## src/rtl/canBitPkg.sv

```systemverilog
package canBitPkg;
  typedef struct packed {
    logic shiftNow;
    logic sampleNow;
    logic bitEnd;
    logic restart;
  } ctrlStb_t;
endpackage

```

## src/rtl/canCfgCheck.sv

```systemverilog
module canCfgCheck #(
  parameter int T1_W = 4,
  parameter int T2_W = 3,
  parameter int MIN_T1 = 4,
  parameter int PROP_ALLOW = 3,
  parameter int MIN_PHASE = 2
) (
  input  logic [T1_W+T2_W:0] cfg,
  output logic               cfgErr
);
  localparam int T1_MIN_SHORT_T2 = PROP_ALLOW + MIN_PHASE;

  int t1Len;
  int t2Len;

  always_comb begin
    t1Len  = int'(cfg[T1_W-1:0]) + 1;
    t2Len  = int'(cfg[T1_W+T2_W-1:T1_W]) + 1;
    cfgErr = (t1Len < MIN_T1) || ((t2Len == 1) && (t1Len < T1_MIN_SHORT_T2));
  end
endmodule

```

## src/rtl/canBitCtrl.sv

```systemverilog
module canBitCtrl
  import canBitPkg::*;
#(
  parameter int T1_W = 4,
  parameter int T2_W = 3
) (
  input  logic              clk,
  input  logic              rstN,
  input  logic              qTick,
  input  logic              fallEdge,
  input  logic              busIdle,
  input  logic [T1_W+T2_W:0] cfgIn,
  output ctrlStb_t          stb,
  output logic              modeTriple
);
  localparam int CFG_W = T1_W + T2_W + 1;
  localparam int CNT_W = $clog2((2 ** T1_W) + (2 ** T2_W) + 1);

  logic [CFG_W-1:0] actCfg;
  logic [CNT_W-1:0] qCnt;
  logic [CNT_W-1:0] t1Len;
  logic [CNT_W-1:0] endIdx;
  logic             hardSync;
  logic             loadNow;

  always_comb begin
    t1Len    = CNT_W'(actCfg[T1_W-1:0]) + CNT_W'(1);
    endIdx   = t1Len + CNT_W'(actCfg[T1_W+T2_W-1:T1_W]) + CNT_W'(1);
    hardSync = busIdle && fallEdge;
    stb.restart   = hardSync;
    stb.shiftNow  = qTick;
    stb.sampleNow = qTick && !hardSync && (qCnt == t1Len);
    stb.bitEnd    = qTick && !hardSync && (qCnt == endIdx);
    loadNow    = stb.restart || stb.bitEnd;
    modeTriple = actCfg[CFG_W-1];
  end

  always_ff @(posedge clk) begin
    if (!rstN) begin
      qCnt   <= '0;
      actCfg <= '0;
    end else if (loadNow) begin
      qCnt   <= '0;
      actCfg <= cfgIn;
    end else if (qTick) begin
      qCnt <= qCnt + CNT_W'(1);
    end
  end

  AST_CNT_RANGE: assert property (@(posedge clk) disable iff (!rstN)
    qCnt <= endIdx);
  AST_CFG_AT_BOUNDARY: assert property (@(posedge clk) disable iff (!rstN)
    (actCfg != $past(actCfg)) |-> $past(loadNow));
  AST_RESTART_CLEARS: assert property (@(posedge clk) disable iff (!rstN)
    stb.restart |=> (qCnt == '0));
endmodule

```

## src/rtl/canBitDatapath.sv

```systemverilog
module canBitDatapath
  import canBitPkg::*;
(
  input  logic     clk,
  input  logic     rstN,
  input  logic     rxIn,
  input  ctrlStb_t stb,
  input  logic     modeTriple,
  output logic     fallEdge,
  output logic     rxBit,
  output logic     sampleStb,
  output logic     bitEndStb
);
  logic       prevRx;
  logic [1:0] hist;
  logic       vote;

  always_comb begin
    fallEdge = prevRx && !rxIn;
    vote = (hist[1] & hist[0]) | (hist[1] & rxIn) | (hist[0] & rxIn);
  end

  always_ff @(posedge clk) begin
    if (!rstN) begin
      prevRx    <= 1'b1;
      hist      <= 2'b11;
      rxBit     <= 1'b1;
      sampleStb <= 1'b0;
      bitEndStb <= 1'b0;
    end else begin
      prevRx    <= rxIn;
      sampleStb <= stb.sampleNow;
      bitEndStb <= stb.bitEnd;
      if (stb.shiftNow) hist <= {hist[0], rxIn};
      if (stb.sampleNow) rxBit <= modeTriple ? vote : rxIn;
    end
  end

  AST_RX_HOLD: assert property (@(posedge clk) disable iff (!rstN)
    !sampleStb |-> (rxBit == $past(rxBit)));
  AST_STB_EXCL: assert property (@(posedge clk) disable iff (!rstN)
    !(sampleStb && bitEndStb));
  AST_SAMPLE_ON_TICK: assert property (@(posedge clk) disable iff (!rstN)
    sampleStb |-> $past(stb.shiftNow));
  AST_NO_STB_ON_RESTART: assert property (@(posedge clk) disable iff (!rstN)
    stb.restart |=> !(sampleStb || bitEndStb));
endmodule

```

## src/rtl/canBitTimer.sv

```systemverilog
module canBitTimer
  import canBitPkg::*;
#(
  parameter int T1_W = 4,
  parameter int T2_W = 3,
  parameter int MIN_T1 = 4,
  parameter int PROP_ALLOW = 3,
  parameter int MIN_PHASE = 2
) (
  input  logic                clk,
  input  logic                rstN,
  input  logic                qTick,
  input  logic                rxIn,
  input  logic                busIdle,
  input  logic [T1_W+T2_W:0]  timingCfg,
  output logic                rxBit,
  output logic                sampleStb,
  output logic                bitEndStb,
  output logic                cfgErr
);
  ctrlStb_t stb;
  logic     modeTriple;
  logic     fallEdge;

  canBitCtrl #(.T1_W(T1_W), .T2_W(T2_W)) uCtrl (
    .clk(clk), .rstN(rstN), .qTick(qTick), .fallEdge(fallEdge),
    .busIdle(busIdle), .cfgIn(timingCfg), .stb(stb), .modeTriple(modeTriple)
  );

  canBitDatapath uData (
    .clk(clk), .rstN(rstN), .rxIn(rxIn), .stb(stb), .modeTriple(modeTriple),
    .fallEdge(fallEdge), .rxBit(rxBit), .sampleStb(sampleStb), .bitEndStb(bitEndStb)
  );

  canCfgCheck #(.T1_W(T1_W), .T2_W(T2_W), .MIN_T1(MIN_T1),
                .PROP_ALLOW(PROP_ALLOW), .MIN_PHASE(MIN_PHASE)) uCfg (
    .cfg(timingCfg), .cfgErr(cfgErr)
  );
endmodule

```

## config.mk

```make
export PLATFORM = sky130hd
export DESIGN_NAME = canBitTimer
export DESIGN_NICKNAME = d
export VERILOG_FILES = /design/src/rtl/canBitPkg.sv /design/src/rtl/canCfgCheck.sv /design/src/rtl/canBitCtrl.sv /design/src/rtl/canBitDatapath.sv /design/src/rtl/canBitTimer.sv
export SDC_FILE = /design/constraint.sdc
export NUM_CORES = 1
export LEC_CHECK = 0
export BUFFER_PORTS_ARGS = -buffer_cell sky130_fd_sc_hd__buf_2
export CELL_PAD_IN_SITES_DETAIL_PLACEMENT = 1
export CELL_PAD_IN_SITES_GLOBAL_PLACEMENT = 1
export CORE_MARGIN = 4
export CORE_UTILIZATION = 40
export CTS_BUF_LIST = sky130_fd_sc_hd__clkbuf_4
export DETAILED_ROUTE_END_ITERATION = 10
export PLACE_DENSITY = 0.75
export SLEW_MARGIN = 20
export SYNTH_ARGS = -nofsm -noshare
export SYNTH_HDL_FRONTEND = slang
export SYNTH_SLANG_ARGS = --single-unit
```

## constraint.sdc

```tcl
create_clock -name clk -period 3.6 [get_ports clk]
set_clock_uncertainty 0.05 [all_clocks]
set_input_delay 0.18 -clock clk [delete_from_list [all_inputs] [get_ports clk]]
set_output_delay 0.18 -clock clk [all_outputs]
set_load 0.005 [all_outputs]
```

### Yosys cells after proc, flatten, opt, wreduce, memory -nomap -nowiden

Cells that the tools add are included.

| operators by class | value |
|---|---|
| add/subtract/negate cells | 6 |
| order comparisons | 2 |
| equality and inequality tests | 3 |
| muxes and demuxes | 1 |
| bitwise logic cells | 6 |
| reductions and logical operators | 11 |

Operator list:

| kind | number |
|---|---|
| $lt A32 B4 Y1 const B | 2 |
| $eq A32 B2 Y1 const B | 1 |
| $add A4 B1 Y5 const B | 2 |
| $add A5 B1 Y5 const B | 2 |
| $eq A5 B5 Y1 | 2 |
| $logic_and A1 B1 Y1 | 6 |
| $add A5 B3 Y5 | 1 |
| $add A3 B1 Y4 const B | 1 |
| $and A1 B1 Y1 | 3 |
| $logic_not A1 Y1 | 2 |
| $logic_or A1 B1 Y1 | 2 |
| $or A1 B1 Y1 | 2 |
| $reduce_or A2 Y1 | 1 |
| $mux W1 | 1 |
| $not A1 Y1 | 1 |

| storage, ports and cells | value |
|---|---|
| flip-flop bits (word level) | 19 |
| input port bits | 13 |
| output and inout port bits | 4 |
| logic and storage cells | 36 |

### Depth between registers and ports, before layout

Gate-level depths: netlist (run 1).

| logic depth | value |
|---|---|
| word-level depth | 8 |
| depth in mapped cells | 9 |
| gate-level depth less buffers | 9 |

### Hierarchy

A second synthesis (run 1) with hierarchy kept.

| second synthesis, totals | value |
|---|---|
| cells, all modules | 131 |
| area total of the unflattened synthesis | 1,201.2 sq um |

Modules (own cells, without submodules):

| module | times used | cells each | area each (sq um) | seq. area each (sq um) |
|---|---|---|---|---|
| canBitCtrl | 1 | 99 | 905.9 | 260.2 |
| canBitDatapath | 1 | 20 | 212.7 | 120.1 |
| canCfgCheck | 1 | 12 | 82.6 | 0.0 |

### Worst setup path after synthesis (run 1)

Ideal clock, no wire load.

| path | value |
|---|---|
| path kind | reg-to-reg |
| start point | register uCtrl.actCfg[0] |
| end point | register uCtrl.actCfg[0] |
| library setup time | 0.072 ns |
| data arrival time | 2.151 ns |
| data required time | 3.478 ns |
| path slack | 1.326 ns |
| cell stages (with the launch flop) | 10 |
| path buffers | 0 |
| period minus slack after synthesis | 2.274 ns |
| cells stage by stage | dfxtp_1 > ha_1 > inv_1 > fa_1 > xor2_1 > nand4_1 > nor2_1 > o221a_4 > o21ai_1 > a21oi_1 |

| on the way | value |
|---|---|
| longest elaborated chain between the ends | 6 |

Ends and longest elaborated chain:

| item | line | RTL |
|---|---|---|
| start, declared | canBitCtrl.sv:19 | `logic [CFG_W-1:0] actCfg;` |
| start signal, assigned | canBitCtrl.sv:44 | `actCfg <= cfgIn;` |
| $add A4 B1 Y5 | canBitCtrl.sv:27 | `t1Len = CNT_W'(actCfg[T1_W-1:0]) + CNT_W'(1);` |
| $add A5 B3 Y5 | canBitCtrl.sv:28 | `endIdx = t1Len + CNT_W'(actCfg[T1_W+T2_W-1:T1_W]) + CNT_W'(1);` |
| $add A5 B1 Y5 | canBitCtrl.sv:28 |  |
| $eq A5 B5 Y1 | canBitCtrl.sv:33 | `stb.bitEnd = qTick && !hardSync && (qCnt == endIdx);` |
| $logic_and A1 B1 Y1 | canBitCtrl.sv:33 |  |
| $logic_or A1 B1 Y1 | canBitCtrl.sv:34 | `loadNow = stb.restart \|\| stb.bitEnd;` |

No other way between the ends.
A chain may end at the register's enable or synchronous reset.

### Final worst setup path (run 1)

| path | value |
|---|---|
| start point | register uCtrl.actCfg[0] |
| end point | register uCtrl.actCfg[4] |

The elaborated chain is that of the path after synthesis.

==> metrics.csv, run 1 <==
metric,value,unit
status,completed,
maximum root-to-sink buffer count,2,
CTS buffer count,3,
top-count cell post-synth,dfxtp_1,
# diodes,0,
CTS tree,yes,
CTS root buf,clkbuf_4,
post-synthesis cell area,1080,µm²
post-DP HPWL,2050,µm
CP max FO,10,
Worst Path Arrival,2.67,ns
r2r startpoint,uCtrl.actCfg[0],
Cell Rows,18,
ranking of synthesized cells by area,"dfxtp_1 (35%), xor2_1 (8.9%), ha_1 (5.8%), a21oi_1 (5.1%), nand3_1 (4.2%)",
HP Class,in2reg,
path depth of the worst reg2reg path,8,
layout cell share with drive strength beyond 1,21.5,%
I/O pin count,17,
wire per inst,15.0,µm
hold endpoint,uData.hist[1],
CP Capture Type,register,
fin crit share,69.2,%
Reg2Reg Setup Slack,1.11,ns
met1 Use GR,18.8,%
gr busiest metal,met2,
global-route wire length before repair,4420,µm
sequential share of power,49.0,%
critical path type,reg2reg,
Remaining DRCs,0,
static leakage,0.496,nW
Commonest cells post-synth,"dfxtp_1 (19), a21oi_1 (11), xor2_1 (11)",
die span in x,60.1,µm
Slowest cell on crit path,dfxtp_1,
Global Route Usage Sum,16.3,%
"Clk Latency, worst-skew pair",0.30,ns
final wirelength,2470,µm
CP peak stage delay,0.44,ns
total power,0.493,mW
vias,907,
core area,2520,µm²
dpl cells,161,
vias in the first global route,990,
port bufs,16,
GR Util met3,2.81,%
post-synth top area share,35.1,%
Most common cell on crit path,ha_1,
Slew HR,64.3,%
setup repair after global routing missed its margin,no,
Fmax achieved,401,MHz
"Primary FF master, synth",dfxtp_1,
Sw Ratio,31.6,%
worst r2r dst,uCtrl.actCfg[4],
post-CTS resize count,0,
area growth from synthesis to layout,12.3,%
Post-CTS Setup Bufs,0,
largest net degree at the start of global routing,12,
Hold Crit Start,rstN,
Detail Route Antenna Nets,0,
nets,155,
CTS Hold Buffers Added,0,
syn_area_per_cell,9.19,µm²
Die ar.,3610,µm²
via/cell ratio,5.50,
Power Density,404,nW/µm²
H-tree Lvls,1,
Synth cell types,32,
Max Cap Violations,0,
Post-synth ARST share,0,%
peak supply drop,0.270,mV
GPL Wtd Cong,0.755,
cells after synthesis,118,
Pre-antenna DRT Iters,4,
initial antenna violation count,0,
Clock Sinks,19,
die height,60.1,µm
Final setup violation count,0,
clock power share,23.7,%
WP data required,3.78,ns
critical-path cell list,"ha_1, ha_1, nor2b_1, o21ai_0, a21oi_2, o221ai_4, nand3_1, a21oi_1",
Yosys reg bits,19,
"Slew Viols, Final",0,
non-filler cells in the finished layout,165,
initial drt markers,15,
"CTS clk-pin slew, worst paths",0.11,ns
starting density of the core,43.0,%
final hold violation count,0,
Switching Power,0.156,mW
Fin Setup TNS,0,ns
Post-Syn Nets,137,
min cycle time layout,2.49,ns
worst-margin pin slew,0.533,ns
met2 Usage GRT,30.1,%
crit path launch type,register,
"EDFF count, synth",0,
Comb power frac,27.3,%
"area leader, netlist",dfxtp_1,
sequential cell area fraction in the yosys report,35.1,%
yosys warns,0,
worst hold stages,2,
Pint,0.337,mW
gr ovfl total,0,
[critical path, delay by kind of cell (launching register included)]
| family | cells | cell delay, ns |
|---|---|---|
| compound gates | 4 | 1.05 |
| simple gates | 2 | 0.28 |
| fa+ha+maj | 2 | 0.60 |
| flops | 1 | 0.44 |
[worst max-delay path by stage]
stage	start	endpoint	cells after the start
final	uCtrl.actCfg[0]	uCtrl.actCfg[4]	8
after detailed placement	uCtrl.actCfg[0]	uCtrl.actCfg[5]	9
after global routing	uCtrl.actCfg[0]	uCtrl.actCfg[3]	9
after CTS	uCtrl.actCfg[0]	uCtrl.actCfg[5]	9
after floorplan	uCtrl.actCfg[0]	uCtrl.actCfg[0]	9
after global placement	uCtrl.actCfg[0]	uCtrl.actCfg[3]	9
[state kept, by name, indices dropped and copies added, names as in the netlist]
name,count
uData.sampleStb,1
uData.hist,2
uCtrl.actCfg,8
uCtrl.qCnt,5
uData.rxBit,1
uData.prevRx,1
uData.bitEndStb,1
[layout by cell type (no fill, tap or decap)]
cell	count
dfxtp_1	19
buf_2	16
xor2_1	11
a21oi_1	11
nand3_1	9
nor2_1	9
o21ai_1	8
nand2_1	6
inv_1	5
ha_1	5
xnor2_1	4
nand4_1	4
mux2i_1	4
clkbuf_4	4
nor3_1	2
nand2b_1	2
o311a_1	1
nand3b_1	1
nand3_2	1
o21a_4	1
nor3_2	1
nor2b_1	1
o21ai_0	1
xnor2_2	1
a21oi_2	1
and3_4	1
o221ai_4	1
o221a_4	1
clkinv_1	1
nand3_4	1
nor4_1	1
fa_1	1
[power by group through the flow]
stage               registers [mW]  clock network (mW)  logic [mW]
global placement             0.245                   0       0.129
floorplan                    0.242                   0       0.102
CTS                          0.242               0.123       0.136
detailed placement           0.247                   0       0.135
global route                 0.244               0.132       0.152
finish                       0.242               0.117       0.134
[routing by layer]
metal | vias up | wire length (µm)
met3 | 4 | 58
met1 | 443 | 1070
li1 | 449 | -
met4 | 0 | 25
met5 | - | 0
met2 | 11 | 1320
[per-stage QoR]
| stage | area (µm²) | setup slack (ns) | hold WS [ns] | utilization (%) |
|---|---|---|---|---|
| 2_1_floorplan | 1080 | 1.33 | 0.192 | - |
| 3_3_place_gp | 1190 | 1.19 | 0.375 | 47.1 |
| 3_5_place_dp | 1190 | 1.12 | 0.376 | 47.1 |
| 4_1_cts | 1220 | 1.09 | 0.0501 | 48.3 |
| 5_1_grt | 1220 | 0.909 | 0.0586 | 48.3 |
| 6_report | 1220 | 1.11 | 0.0618 | 48.3 |
[kinds of logic after synthesis]
logic type / count (synthesis) / share of synthesized area, %
compound gates: 25 / 16.6
mux: 4 / 3.69
fa+ha+maj: 6 / 7.61
xor+xnor: 16 / 13.6
buf+inv: 9 / 3.34
flops: 19 / 35.1
simple gates: 39 / 20.1
[layout make-up]
| type | count | area (µm²) |
|---|---|---|
| fillers | 328 | 1300 |
| multi-input cells | 90 | 668 |
| flip-flops and latches | 19 | 380 |
| repair buffers | 16 | 80.1 |
| well taps | 30 | 37.5 |
| clock buffers | 4 | 30.0 |
| inverters | 6 | 22.5 |
Power figures use the tool's default switching activity.
==> inputs of run 2 (changes only) <==
ABC_AREA = 1   (was default)
PLACE_DENSITY = 0.78   (was 0.75)
clock period = 2.5 ns   (was 3.6 ns; I/O delays follow)
==> run 2 against run 1 <==
  * The flow now finishes with violations (negative hold slack)
  * Wire length rose by 19%
  * Flip-flop and latch count unchanged
  * Setup slack got worse by 0.97 ns
  * Critical path depth increased by 4
  * Hold slack worse by 0.063 ns
==> metrics.csv, run 2 <==
metric,value,unit
status,"complete, but fails checks",
failing checks,negative hold slack,
largest net degree at the start of global routing,19,
Post-synth ARST share,0,%
r2r startpoint,uCtrl.actCfg[0],
vias in the first global route,1165,
core area,2760,µm²
WP data required,2.68,ns
Power Density,694,nW/µm²
Reg2Reg Setup Slack,0.14,ns
CTS Hold Buffers Added,0,
gr ovfl total,0,
Hold Crit Start,timingCfg[7],
wire per inst,13.8,µm
Fin Setup TNS,0,ns
CP max FO,9,
PnR worst setup slack,0.138,ns
Slowest cell on crit path,fa_1,
via/cell ratio,5.06,
Cell Rows,19,
vias,1078,
critical path type,reg2reg,
crit path launch type,register,
worst hold stages,3,
initial antenna violation count,0,
Remaining DRCs,0,
"EDFF count, synth",0,
Worst Path Arrival,2.54,ns
layout cell share with drive strength beyond 1,19.2,%
"commonest non-fill, non-tap cell in the layout",nand2_1,
final hold violation count,1,
"commonest non-fill, non-tap cells in the layout","nand2_1 (40), inv_1 (22), nand3_1 (17), dfxtp_1 (17), buf_2 (16)",
Slew HR,74.2,%
Most common cell on crit path,nand2_1,
port bufs,16,
path depth of the worst reg2reg path,12,
Global Route Usage Sum,17.5,%
# diodes,0,
Placed Instance Area,1250,µm²
critical-path cell list,"buf_4, ha_1, fa_1, xor2_1, nand2_1, nor2_1, nand2_1, nor2_4, nand2_4, nand3_1, nand2_1, nor2_1",
HP Class,in2reg,
"Slew Viols, Final",0,
I/O pin count,17,
post-CTS resize count,0,
nets,202,
global-route wire length before repair,5000,µm
hold endpoint,uCtrl.actCfg[7],
Final setup violation count,0,
H-tree Lvls,1,
yosys warns,0,
worst r2r dst,uCtrl.actCfg[0],
Final Hold Slack,-0.00126,ns
peak supply drop,0.366,mV
Synth cell types,23,
Pre-antenna DRT Iters,3,
ranking of synthesized cells by area,"dfxtp_1 (33%), nand2_1 (13%), nand3_1 (7.4%), inv_1 (7.1%), ha_1 (5.4%)",
Yosys reg bits,19,
Fmax achieved,423,MHz
"Clk Latency, worst-skew pair",0.29,ns
Clock Sinks,19,
Commonest cells post-synth,"nand2_1 (41), inv_1 (22), dfxtp_1 (19)",
final wirelength,2930,µm
CTS buffer count,3,
"area leader, netlist",dfxtp_1,
Place WS,-0.00149,ns
CTS root buf,clkbuf_4,
Final Instance Area,1330,µm²
dpl cells,208,
area growth from synthesis to layout,15.0,%
top flop regs,"uCtrl.actCfg (8), uCtrl.qCnt (5), uData.hist (2)",
Post-CTS Setup Bufs,0,
die height,61.8,µm
Die ar.,3820,µm²
syn_area_per_cell,7.10,µm²
post-synthesis cell area,1160,µm²
top-count cell post-synth,nand2_1,
Detail Route Antenna Nets,0,
fin crit share,94.5,%
CTS tree,yes,
Post-Syn Nets,182,
static leakage,0.668,nW
post-DP HPWL,2340,µm
post-synth top area share,32.9,%
worst-margin pin slew,0.387,ns
CP peak stage delay,0.50,ns
GPL Wtd Cong,0.752,
"CTS clk-pin slew, worst paths",0.10,ns
die span in x,61.8,µm
initial drt markers,35,
max reg flops,8,
maximum root-to-sink buffer count,2,
non-filler cells in the finished layout,213,
Max Cap Violations,0,
CP Capture Type,register,
min cycle time layout,2.36,ns
setup repair after global routing missed its margin,no,
starting density of the core,42.0,%
sequential cell area fraction in the yosys report,32.9,%
cells after synthesis,163,
Largest Register,uCtrl.actCfg,
"Primary FF master, synth",dfxtp_1,
-- run 2: cell count changes after synthesis, moves of 3 or more --
cell     before  now
inv_1         5   22
nand3_1       9   17
mux2i_1       4    1
nor3_1        2    8
nand2_1       6   41
xor2_1       11    7
o21ai_1       8    0
-- run 2: power by group --
| part | switching, mW | internal [mW] | total (mW) |
|---|---|---|---|
| clock network | 0.0914 | 0.0729 | 0.164 |
| logic | 0.233 | 0.154 | 0.387 |
| registers | 0.0325 | 0.340 | 0.373 |
| total | 0.357 | 0.568 | 0.924 |
-- run 2: area by class of cell --
cell class	count	area, µm²
flip-flops and latches	19	383
inverters	22	82.6
fillers	354	1430
multi-input cells	118	694
well taps	31	38.8
clock buffers	4	30.0
repair buffers	19	103
-- run 2: worst max path at each step --
stage                                from         endpoint  slack (ns)  cells after the start
after floorplan           uCtrl.actCfg[0]  uCtrl.actCfg[0]        0.23                     12
after global placement    uCtrl.actCfg[1]  uCtrl.actCfg[1]        0.12                     11
after detailed placement  uCtrl.actCfg[1]    uCtrl.qCnt[3]      -0.001                     11
after CTS                 uCtrl.actCfg[1]    uCtrl.qCnt[3]       0.004                     11
after global routing      uCtrl.actCfg[0]  uCtrl.actCfg[3]       0.003                     11
final                     uCtrl.actCfg[0]  uCtrl.actCfg[0]        0.14                     12
-- run 2: metal layers --
layer | global-route usage (%) | share of wire (%) | up-vias
met2 | 30.2 | 49 | 8
met1 | 22.8 | 49 | 504
met3 | 2.48 | 1.3 | 2
met5 | 0 | 0 | -
li1 | - | - | 564
met4 | 4.55 | 0.34 | 0
-- run 2: worst max-delay path: cells and delay by family, from the launching register on --
family / cells / cell delay (ns)
simple gates: 8 / 0.84
buf+inv: 1 / 0.16
flops: 1 / 0.36
fa+ha+maj: 2 / 0.73
xor+xnor: 1 / 0.16
-- run 2: metrics by stage --
stage	power, mW	utilization (%)
after global routing	0.999	48.3
after detailed placement	0.735	45.5
after floorplan	0.641	-
after global placement	0.713	45.5
after CTS	0.897	46.6
final	0.924	48.3
-- run 2: logic make-up after synthesis --
family | synth area share, %
AND/OR/NAND/NOR | 33.6
AO/OA/AOI/OAI | 6.92
multiplexers | 0.865
buffers and inverters | 11.0
adder cells (fa/ha/maj) | 7.14
flip-flops | 32.9
XOR/XNOR | 7.57
